`src/rtl/i2c_tgt_pkg.sv`:
```
package i2c_tgt_pkg;

    localparam int DATA_W = 8;
    localparam int ADDR_W = 7;
    localparam int CNT_W  = $clog2(DATA_W + 1);

    localparam logic [CNT_W-1:0] CNT_BYTE = CNT_W'(DATA_W);
    localparam logic [CNT_W-1:0] CNT_LAST = CNT_W'(DATA_W - 1);

    typedef enum logic [2:0] {
        ST_IDLE,
        ST_ADDR,
        ST_ACK_A,
        ST_WR_DATA,
        ST_ACK_W,
        ST_RD_DATA,
        ST_RD_ACK,
        ST_IGNORE
    } tgt_state_e;

    typedef struct packed {
        logic              valid;
        logic [DATA_W-1:0] data;
    } rx_evt_t;

    function automatic logic addr_hit(input logic [DATA_W-1:0] b,
                                      input logic [ADDR_W-1:0] a);
        return b[DATA_W-1 -: ADDR_W] == a;
    endfunction

endpackage

```
`src/rtl/i2c_line_mon.sv`:
```
module i2c_line_mon #(
    parameter int SYNC_N = 2
) (
    input  logic clk,
    input  logic rst,
    input  logic scl_i,
    input  logic sda_i,
    output logic scl_s,
    output logic sda_s,
    output logic scl_rise,
    output logic scl_fall,
    output logic start_evt,
    output logic stop_evt
);
    localparam int NL = 2;

    logic [NL-1:0] pins;
    logic [NL-1:0] synced;
    logic [NL-1:0] prev;

    assign pins = {sda_i, scl_i};

    for (genvar g = 0; g < NL; g++) begin : g_sync
        logic [SYNC_N-1:0] chain;
        always_ff @(posedge clk) begin
            if (rst) chain <= '1;
            else     chain <= {chain[SYNC_N-2:0], pins[g]};
        end
        assign synced[g] = chain[SYNC_N-1];
    end

    always_ff @(posedge clk) begin
        if (rst) prev <= '1;
        else     prev <= synced;
    end

    assign scl_s     = synced[0];
    assign sda_s     = synced[1];
    assign scl_rise  =  synced[0] & ~prev[0];
    assign scl_fall  = ~synced[0] &  prev[0];
    assign start_evt =  synced[0] & prev[0] &  prev[1] & ~synced[1];
    assign stop_evt  =  synced[0] & prev[0] & ~prev[1] &  synced[1];

endmodule

```
`src/rtl/i2c_tgt_engine.sv`:
```
module i2c_tgt_engine
    import i2c_tgt_pkg::*;
(
    input  logic              clk,
    input  logic              rst,
    input  logic              scl_s,
    input  logic              sda_s,
    input  logic              scl_rise,
    input  logic              scl_fall,
    input  logic              start_evt,
    input  logic              stop_evt,
    input  logic [ADDR_W-1:0] own_addr,
    input  logic              stretch_en,
    input  logic              scl_rel,
    input  logic              tx_wr,
    input  logic [DATA_W-1:0] tx_data,
    input  logic              rx_full,
    input  logic              rx_ovf,
    output rx_evt_t           byte_evt,
    output logic              irq_evt,
    output logic              rw_stat,
    output logic              sda_drv,
    output logic              scl_hold
);
    tgt_state_e        st;
    logic [CNT_W-1:0]  cnt;
    logic [DATA_W-1:0] rx_sh;
    logic [DATA_W-1:0] tx_sh;
    logic              addr_acked;
    logic              m_nack;
    logic              room;
    logic              byte_in;

    assign room    = !(rx_full || rx_ovf);
    assign byte_in = scl_fall && (cnt == CNT_BYTE);

    always_ff @(posedge clk) begin
        if (rst) begin
            st         <= ST_IDLE;
            cnt        <= '0;
            rx_sh      <= '0;
            tx_sh      <= '0;
            addr_acked <= 1'b0;
            m_nack     <= 1'b0;
            rw_stat    <= 1'b0;
            sda_drv    <= 1'b0;
            scl_hold   <= 1'b0;
            byte_evt   <= '0;
            irq_evt    <= 1'b0;
        end else begin
            byte_evt.valid <= 1'b0;
            irq_evt        <= 1'b0;

            if (tx_wr) begin
                tx_sh <= tx_data;
                if (scl_hold && st == ST_RD_DATA) sda_drv <= ~tx_data[DATA_W-1];
            end
            if (scl_rel) scl_hold <= 1'b0;

            if (stop_evt) begin
                st      <= ST_IDLE;
                sda_drv <= 1'b0;
            end else if (start_evt) begin
                st      <= ST_ADDR;
                cnt     <= '0;
                sda_drv <= 1'b0;
            end else begin
                unique case (st)
                    ST_ADDR, ST_WR_DATA: begin
                        if (scl_rise) begin
                            rx_sh <= {rx_sh[DATA_W-2:0], sda_s};
                            cnt   <= cnt + 1'b1;
                        end else if (byte_in) begin
                            if (st == ST_ADDR && !addr_hit(rx_sh, own_addr)) begin
                                st <= ST_IGNORE;
                            end else begin
                                byte_evt.valid <= 1'b1;
                                byte_evt.data  <= rx_sh;
                                sda_drv        <= room;
                                if (st == ST_ADDR) begin
                                    addr_acked <= room;
                                    if (room) rw_stat <= rx_sh[0];
                                    st <= ST_ACK_A;
                                end else begin
                                    st <= ST_ACK_W;
                                end
                            end
                        end
                    end
                    ST_ACK_A: begin
                        if (scl_fall) begin
                            irq_evt <= 1'b1;
                            cnt     <= '0;
                            if (!addr_acked) begin
                                sda_drv <= 1'b0;
                                st      <= ST_IGNORE;
                            end else if (rw_stat) begin
                                sda_drv  <= ~tx_sh[DATA_W-1];
                                scl_hold <= 1'b1;
                                st       <= ST_RD_DATA;
                            end else begin
                                sda_drv  <= 1'b0;
                                scl_hold <= stretch_en;
                                st       <= ST_WR_DATA;
                            end
                        end
                    end
                    ST_ACK_W: begin
                        if (scl_fall) begin
                            irq_evt  <= 1'b1;
                            cnt      <= '0;
                            sda_drv  <= 1'b0;
                            scl_hold <= stretch_en;
                            st       <= ST_WR_DATA;
                        end
                    end
                    ST_RD_DATA: begin
                        if (scl_fall) begin
                            if (cnt == CNT_LAST) begin
                                sda_drv <= 1'b0;
                                st      <= ST_RD_ACK;
                            end else begin
                                tx_sh   <= {tx_sh[DATA_W-2:0], 1'b0};
                                sda_drv <= ~tx_sh[DATA_W-2];
                                cnt     <= cnt + 1'b1;
                            end
                        end
                    end
                    ST_RD_ACK: begin
                        if (scl_rise) begin
                            m_nack <= sda_s;
                        end else if (scl_fall) begin
                            irq_evt <= 1'b1;
                            cnt     <= '0;
                            if (m_nack) begin
                                rw_stat <= 1'b0;
                                st      <= ST_IDLE;
                            end else begin
                                sda_drv  <= ~tx_sh[DATA_W-1];
                                scl_hold <= 1'b1;
                                st       <= ST_RD_DATA;
                            end
                        end
                    end
                    default: ;
                endcase
            end
        end
    end

    p_sda_steady_r9: assert property (@(posedge clk) disable iff (rst)
        (scl_s && $past(scl_s)) |-> $stable(sda_drv));

    p_hold_till_rel_r7: assert property (@(posedge clk) disable iff (rst)
        (scl_hold && !scl_rel) |=> scl_hold);

    p_ack_needs_room_r5: assert property (@(posedge clk) disable iff (rst)
        ($rose(sda_drv) && (st == ST_ACK_A || st == ST_ACK_W))
            |-> ($past(!rx_full) && $past(!rx_ovf)));

    p_read_addr_hold_r8: assert property (@(posedge clk) disable iff (rst)
        (st == ST_RD_DATA && $past(st) == ST_ACK_A) |-> scl_hold);

endmodule

```
`src/rtl/i2c_tgt_rxbuf.sv`:
```
module i2c_tgt_rxbuf
    import i2c_tgt_pkg::*;
(
    input  logic              clk,
    input  logic              rst,
    input  rx_evt_t           byte_evt,
    input  logic              irq_evt,
    input  logic              rx_rd,
    input  logic              ovf_clr,
    input  logic              irq_clr,
    output logic [DATA_W-1:0] rx_data,
    output logic              rx_full,
    output logic              rx_ovf,
    output logic              irq
);
    always_ff @(posedge clk) begin
        if (rst) begin
            rx_data <= '0;
            rx_full <= 1'b0;
            rx_ovf  <= 1'b0;
            irq     <= 1'b0;
        end else begin
            if (byte_evt.valid && !rx_full && !rx_ovf) begin
                rx_data <= byte_evt.data;
                rx_full <= 1'b1;
            end else if (rx_rd) begin
                rx_full <= 1'b0;
            end

            if (byte_evt.valid && rx_full) rx_ovf <= 1'b1;
            else if (ovf_clr)              rx_ovf <= 1'b0;

            if (irq_evt)      irq <= 1'b1;
            else if (irq_clr) irq <= 1'b0;
        end
    end

    p_ovf_cause_r5: assert property (@(posedge clk) disable iff (rst)
        $rose(rx_ovf) |-> $past(rx_full));

    p_keep_data_r5: assert property (@(posedge clk) disable iff (rst)
        rx_full |=> $stable(rx_data));

    p_irq_sticky_r6: assert property (@(posedge clk) disable iff (rst)
        (irq && !irq_clr) |=> irq);

endmodule

```
`src/rtl/i2c_tgt_stretch.sv`:
```
module i2c_tgt_stretch
    import i2c_tgt_pkg::*;
#(
    parameter int SYNC_N = 2
) (
    input  logic              clk,
    input  logic              rst,
    input  logic              scl_i,
    input  logic              sda_i,
    output logic              scl_oe,
    output logic              sda_oe,
    input  logic [ADDR_W-1:0] own_addr,
    input  logic              stretch_en,
    input  logic              scl_rel,
    input  logic [DATA_W-1:0] tx_data,
    input  logic              tx_wr,
    output logic [DATA_W-1:0] rx_data,
    input  logic              rx_rd,
    output logic              rx_full,
    output logic              rx_ovf,
    input  logic              ovf_clr,
    output logic              irq,
    input  logic              irq_clr,
    output logic              rw_stat
);
    logic    scl_s, sda_s, scl_rise, scl_fall, start_evt, stop_evt;
    rx_evt_t byte_evt;
    logic    irq_evt;

    i2c_line_mon #(.SYNC_N(SYNC_N)) u_mon (
        .clk       (clk),
        .rst       (rst),
        .scl_i     (scl_i),
        .sda_i     (sda_i),
        .scl_s     (scl_s),
        .sda_s     (sda_s),
        .scl_rise  (scl_rise),
        .scl_fall  (scl_fall),
        .start_evt (start_evt),
        .stop_evt  (stop_evt)
    );

    i2c_tgt_engine u_eng (
        .clk        (clk),
        .rst        (rst),
        .scl_s      (scl_s),
        .sda_s      (sda_s),
        .scl_rise   (scl_rise),
        .scl_fall   (scl_fall),
        .start_evt  (start_evt),
        .stop_evt   (stop_evt),
        .own_addr   (own_addr),
        .stretch_en (stretch_en),
        .scl_rel    (scl_rel),
        .tx_wr      (tx_wr),
        .tx_data    (tx_data),
        .rx_full    (rx_full),
        .rx_ovf     (rx_ovf),
        .byte_evt   (byte_evt),
        .irq_evt    (irq_evt),
        .rw_stat    (rw_stat),
        .sda_drv    (sda_oe),
        .scl_hold   (scl_oe)
    );

    i2c_tgt_rxbuf u_buf (
        .clk      (clk),
        .rst      (rst),
        .byte_evt (byte_evt),
        .irq_evt  (irq_evt),
        .rx_rd    (rx_rd),
        .ovf_clr  (ovf_clr),
        .irq_clr  (irq_clr),
        .rx_data  (rx_data),
        .rx_full  (rx_full),
        .rx_ovf   (rx_ovf),
        .irq      (irq)
    );

endmodule

```
`config.mk`:
```
export PLATFORM = sky130hd
export DESIGN_NAME = i2c_tgt_stretch
export DESIGN_NICKNAME = d
export VERILOG_FILES = /design/src/rtl/i2c_tgt_pkg.sv /design/src/rtl/i2c_line_mon.sv /design/src/rtl/i2c_tgt_engine.sv /design/src/rtl/i2c_tgt_rxbuf.sv /design/src/rtl/i2c_tgt_stretch.sv
export SDC_FILE = /design/constraint.sdc
export NUM_CORES = 1
export LEC_CHECK = 0
export ABC_AREA = 1
export BUFFER_PORTS_ARGS = -buffer_cell sky130_fd_sc_hd__buf_2
export CORE_ASPECT_RATIO = 0.8
export CORE_MARGIN = 2
export CORE_UTILIZATION = 40
export DETAILED_ROUTE_END_ITERATION = 16
export PLACE_DENSITY = 0.7
export SYNTH_ARGS = -nofsm -noshare
export SYNTH_HDL_FRONTEND = slang
export SYNTH_SLANG_ARGS = --single-unit
```
`constraint.sdc`:
```
create_clock -name clk -period 2.15 [get_ports clk]
set_clock_uncertainty 0.05 [all_clocks]
set_input_delay 0.43 -clock clk [delete_from_list [all_inputs] [get_ports clk]]
set_output_delay 0.43 -clock clk [all_outputs]
set_load 0.03 [all_outputs]
```
==> results.py <==
metrics = {
    "clocking": {
        "cts_buffers": 5,
        "postCtsHoldBufs": 0,
        "cts-root-buf": "clkbuf_8",
        "cts.path.max_buffers": 2,
        "clk_pin_slew_ns": 0.11,
        "cts_max_level": 2,
        "cts_tree": "built",
        "clk_latency_ns": 0.31,
        "cts_setup_buffers": 0,
        "post_cts_resized": 0,
        "clkSinkCount": 55,
    },
    "sta": {
        "setup_violations": 0,
        "fmax_mhz": 576,
        "period_share": 0.807,
        "tightest_slew_ns": 0.468,
        "timing.final.ws_setup_ns": 0.415,
        "rsz0062_at_grt": "no",
        "slew_viol_final": 0,
        "hold_viol": 0,
        "finalCriticalPeriod_ns": 1.74,
        "finalSetupTns_ns": 0,
        "slew_headroom": 0.688,
    },
    "critical_path": {
        "crit_path_cell_trace": "inv_1 -> nand2_2 -> inv_2 -> nand4_1 -> clkinv_1 -> nand4_4 -> nor2_1 -> nor2_1",
        "critPathBufInv": 3,
        "worstSetupEndpointType": "flip-flop",
        "crit_type": "reg2reg",
        "crit_slowest_cell": "dfxtp_1",
        "startpoint": "u_mon.g_sync[0].chain[1]$_SDFF_PP1_",
        "cp_top_family": "simple AND/OR/NAND/NOR gates",
        "path_max_fanout": 17,
        "cpPeakStageDelay_ns": 0.32,
        "arrival_ns": 1.90,
        "reg2reg_from": "u_mon.g_sync[0].chain[1]$_SDFF_PP1_",
        "required_ns": 2.32,
        "crit_top_cell": "nor2_1",
        "worstSetupStartpointType": "flip-flop",
    },
    "power_and_ir_drop": {
        "switching_share": 0.376,
        "p_total_mw": 2.88,
        "clock_power_share": 0.252,
        "leakage_nw": 1.52,
        "power.density_nw_per_um2": 918,
        "p_comb_frac": 0.336,
        "ir_worst_vdd_mv": 0.615,
        "p_int_mw": 1.80,
        "p_switching_mw": 1.08,
        "seq_power_share": 0.411,
    },
    "logic_synthesis": {
        "synthAdderAreaFrac": 0.00913,
        "synth_compound_area_frac": 0.180,
        "syn_area_per_cell_sq_um": 6.78,
        "yosys.cell_count.top_type": "nand2_1",
        "muxShareOfSynthArea": 0,
        "synth_commonest_cells": "88 x nand2_1, 58 x inv_1, 55 x dfxtp_1",
        "synth-xor-area-share": 0.00639,
        "synth_top_area_share": 0.402,
        "synth_area_leaders": "dfxtp_1 40%, nand2_1 12%, inv_1 7.9%",
        "post-synth-top-area-cell": "dfxtp_1",
        "async_reset_ff_frac": 0,
        "synth_cell_types": 35,
        "netlist_instances": 404,
        "syn_area_sq_um": 2740,
        "yosysWarnings": 0,
        "synth_top_family_by_area": "simple AND/OR/NAND/NOR gates",
        "synthSimpleGateAreaFrac": 0.294,
        "ys_seq_area_frac": 0.402,
        "ys_seq_elements": 55,
        "synthFlopType": "dfxtp_1",
        "synth_edf_count": 0,
        "synth_fp_nets": 431,
    },
    "route": {
        "dr.pass1.iters": 4,
        "wl_per_cell_microns": 11.4,
        "drt_iter0_markers": 115,
        "drc": 0,
        "viasPerCell": 4.81,
        "num_vias": 2526,
        "finalWirelength_microns": 6000,
        "drt.antenna.violating_nets": 0,
    },
    "floorplan": {
        "initial_core_util": 0.421,
        "chipHeight_microns": 78.0,
        "dieArea_sq_um": 7530,
        "die_width_microns": 96.5,
        "rows": 26,
        "core_sq_um": 6510,
        "io_pins": 39,
    },
    "final_layout": {
        "final_area_sq_um": 3140,
        "multi_input_area_sq_um": 1340,
        "fillers": 669,
        "antenna_cells": 0,
        "area_delta_synth_final_pct": 14.7,
        "register_area_sq_um": 1100,
        "drive_gt1_frac": 0.175,
        "final_nets": 467,
    },
    "flow_run": {
        "max_cap_violations": 0,
    },
    "global_routing": {
        "track_usage": 0.170,
        "grt-ovfl-total": 0,
        "antenna_found_initial": 0,
        "grt_pass1_vias": 2294,
        "grt_pass1_wl_microns": 10200,
        "grt_max_degree": 25,
    },
    "hold_path": {
        "hold_path_class": "in2reg",
        "hold_start": "sda_i",
    },
    "run_status": {
        "outcome": "complete, no violations",
    },
    "placement": {
        "gp_congestion": 0.943,
        "hpwl_microns": 4550,
        "numPortBuffers": 38,
        "post-place-ws_ns": 0.394,
        "placed_area_sq_um": 3020,
    },
}
[placed cells by master (no fill, tap or decap), types with 2 or more instances in the layout]
cell / n
o21ai_1: 2
nand4_1: 3
or2_2: 5
nor3_2: 2
nand3_1: 17
inv_1: 58
dfxtp_1: 55
o21ai_0: 43
buf_2: 38
clkbuf_8: 5
nand2_1: 88
buf_4: 2
nor2_1: 46
nor3_1: 4
nor2_4: 2
nor2_2: 4
a211oi_1: 3
nand2_4: 2
inv_2: 6
ha_1: 2
a21oi_1: 36
[path summary, 6_finish.rpt]
| kind | endpoint | slack, ns | cells after the start |
|---|---|---|---|
| max reg2reg | u_eng.byte_evt[1]$_SDFFE_PP0P_ | 0.41 | 8 |
| max | u_eng.byte_evt[1]$_SDFFE_PP0P_ | 0.41 | 8 |
| min | u_mon.g_sync[1].chain[0]$_SDFF_PP1_ | 0.24 | 2 |
| min reg2reg | u_mon.g_sync[1].chain[1]$_SDFF_PP1_ | 0.37 | 1 |
[cell type report]
type | instances | area share
inverters | 65 | 0.0777
multi-input cells | 272 | 0.427
flip-flops and latches | 55 | 0.350
clock inverters | 3 | 0.0175
well taps | 84 | 0.0335
clock buffers | 5 | 0.0219
repair buffers | 41 | 0.0717
[kinds of logic after synthesis]
| kind of cell | count (synthesis) |
|---|---|
| AO/OA/AOI/OAI | 90 |
| XOR/XNOR | 2 |
| adder cells (fa/ha/maj) | 2 |
| buffers and inverters | 77 |
| AND/OR/NAND/NOR | 178 |
| flip-flops | 55 |
[routing by layer]
layer | part of all wire | up-vias | track usage
met5 | 0 | - | 0
met4 | 0.0095 | 0 | 0.0380
met3 | 0.055 | 7 | 0.0451
met2 | 0.43 | 48 | 0.260
met1 | 0.50 | 1124 | 0.241
li1 | - | 1347 | -
[stage by stage]
stage                     utilization  cells  hold slack [ns]
after global routing            0.483    525            0.223
after CTS                       0.483    525            0.238
after floorplan                     -    404            0.339
final                           0.483    525            0.242
after global placement          0.464    517            0.348
after detailed placement        0.464    517            0.349
[registers in the layout, summed over array words and instances (netlist names)]
register and cells:
u_buf.rx_data 8, u_mon.g_sync.chain 4, u_eng.st 3, u_buf.rx_ovf 1
u_eng.scl_hold 1, u_eng.cnt 4, u_mon.prev 2, u_eng.rw_stat 1
u_eng.addr_acked 1, u_eng.rx_sh 8, u_eng.m_nack 1, u_buf.irq 1
u_eng.byte_evt 9, u_eng.tx_sh 8, u_eng.irq_evt 1, u_eng.sda_drv 1
u_buf.rx_full 1
[worst register-to-register path: cells and delay by family, from the launching register on]
kind	cells	cell delay [ns]
buffers and inverters	3	0.44
flip-flops	1	0.32
AND/OR/NAND/NOR	5	0.83
[power by group through the flow]
stage                     combinational [mW]  clock [mW]  sequential, mW
after global placement                 0.940           0            1.21
after global routing                    1.11       0.792            1.20
after detailed placement               0.961           0            1.21
final                                  0.969       0.728            1.19
after floorplan                        0.746           0            1.21
after CTS                              0.968       0.739            1.19
Note: power is estimated with default switching activity, not from simulation.
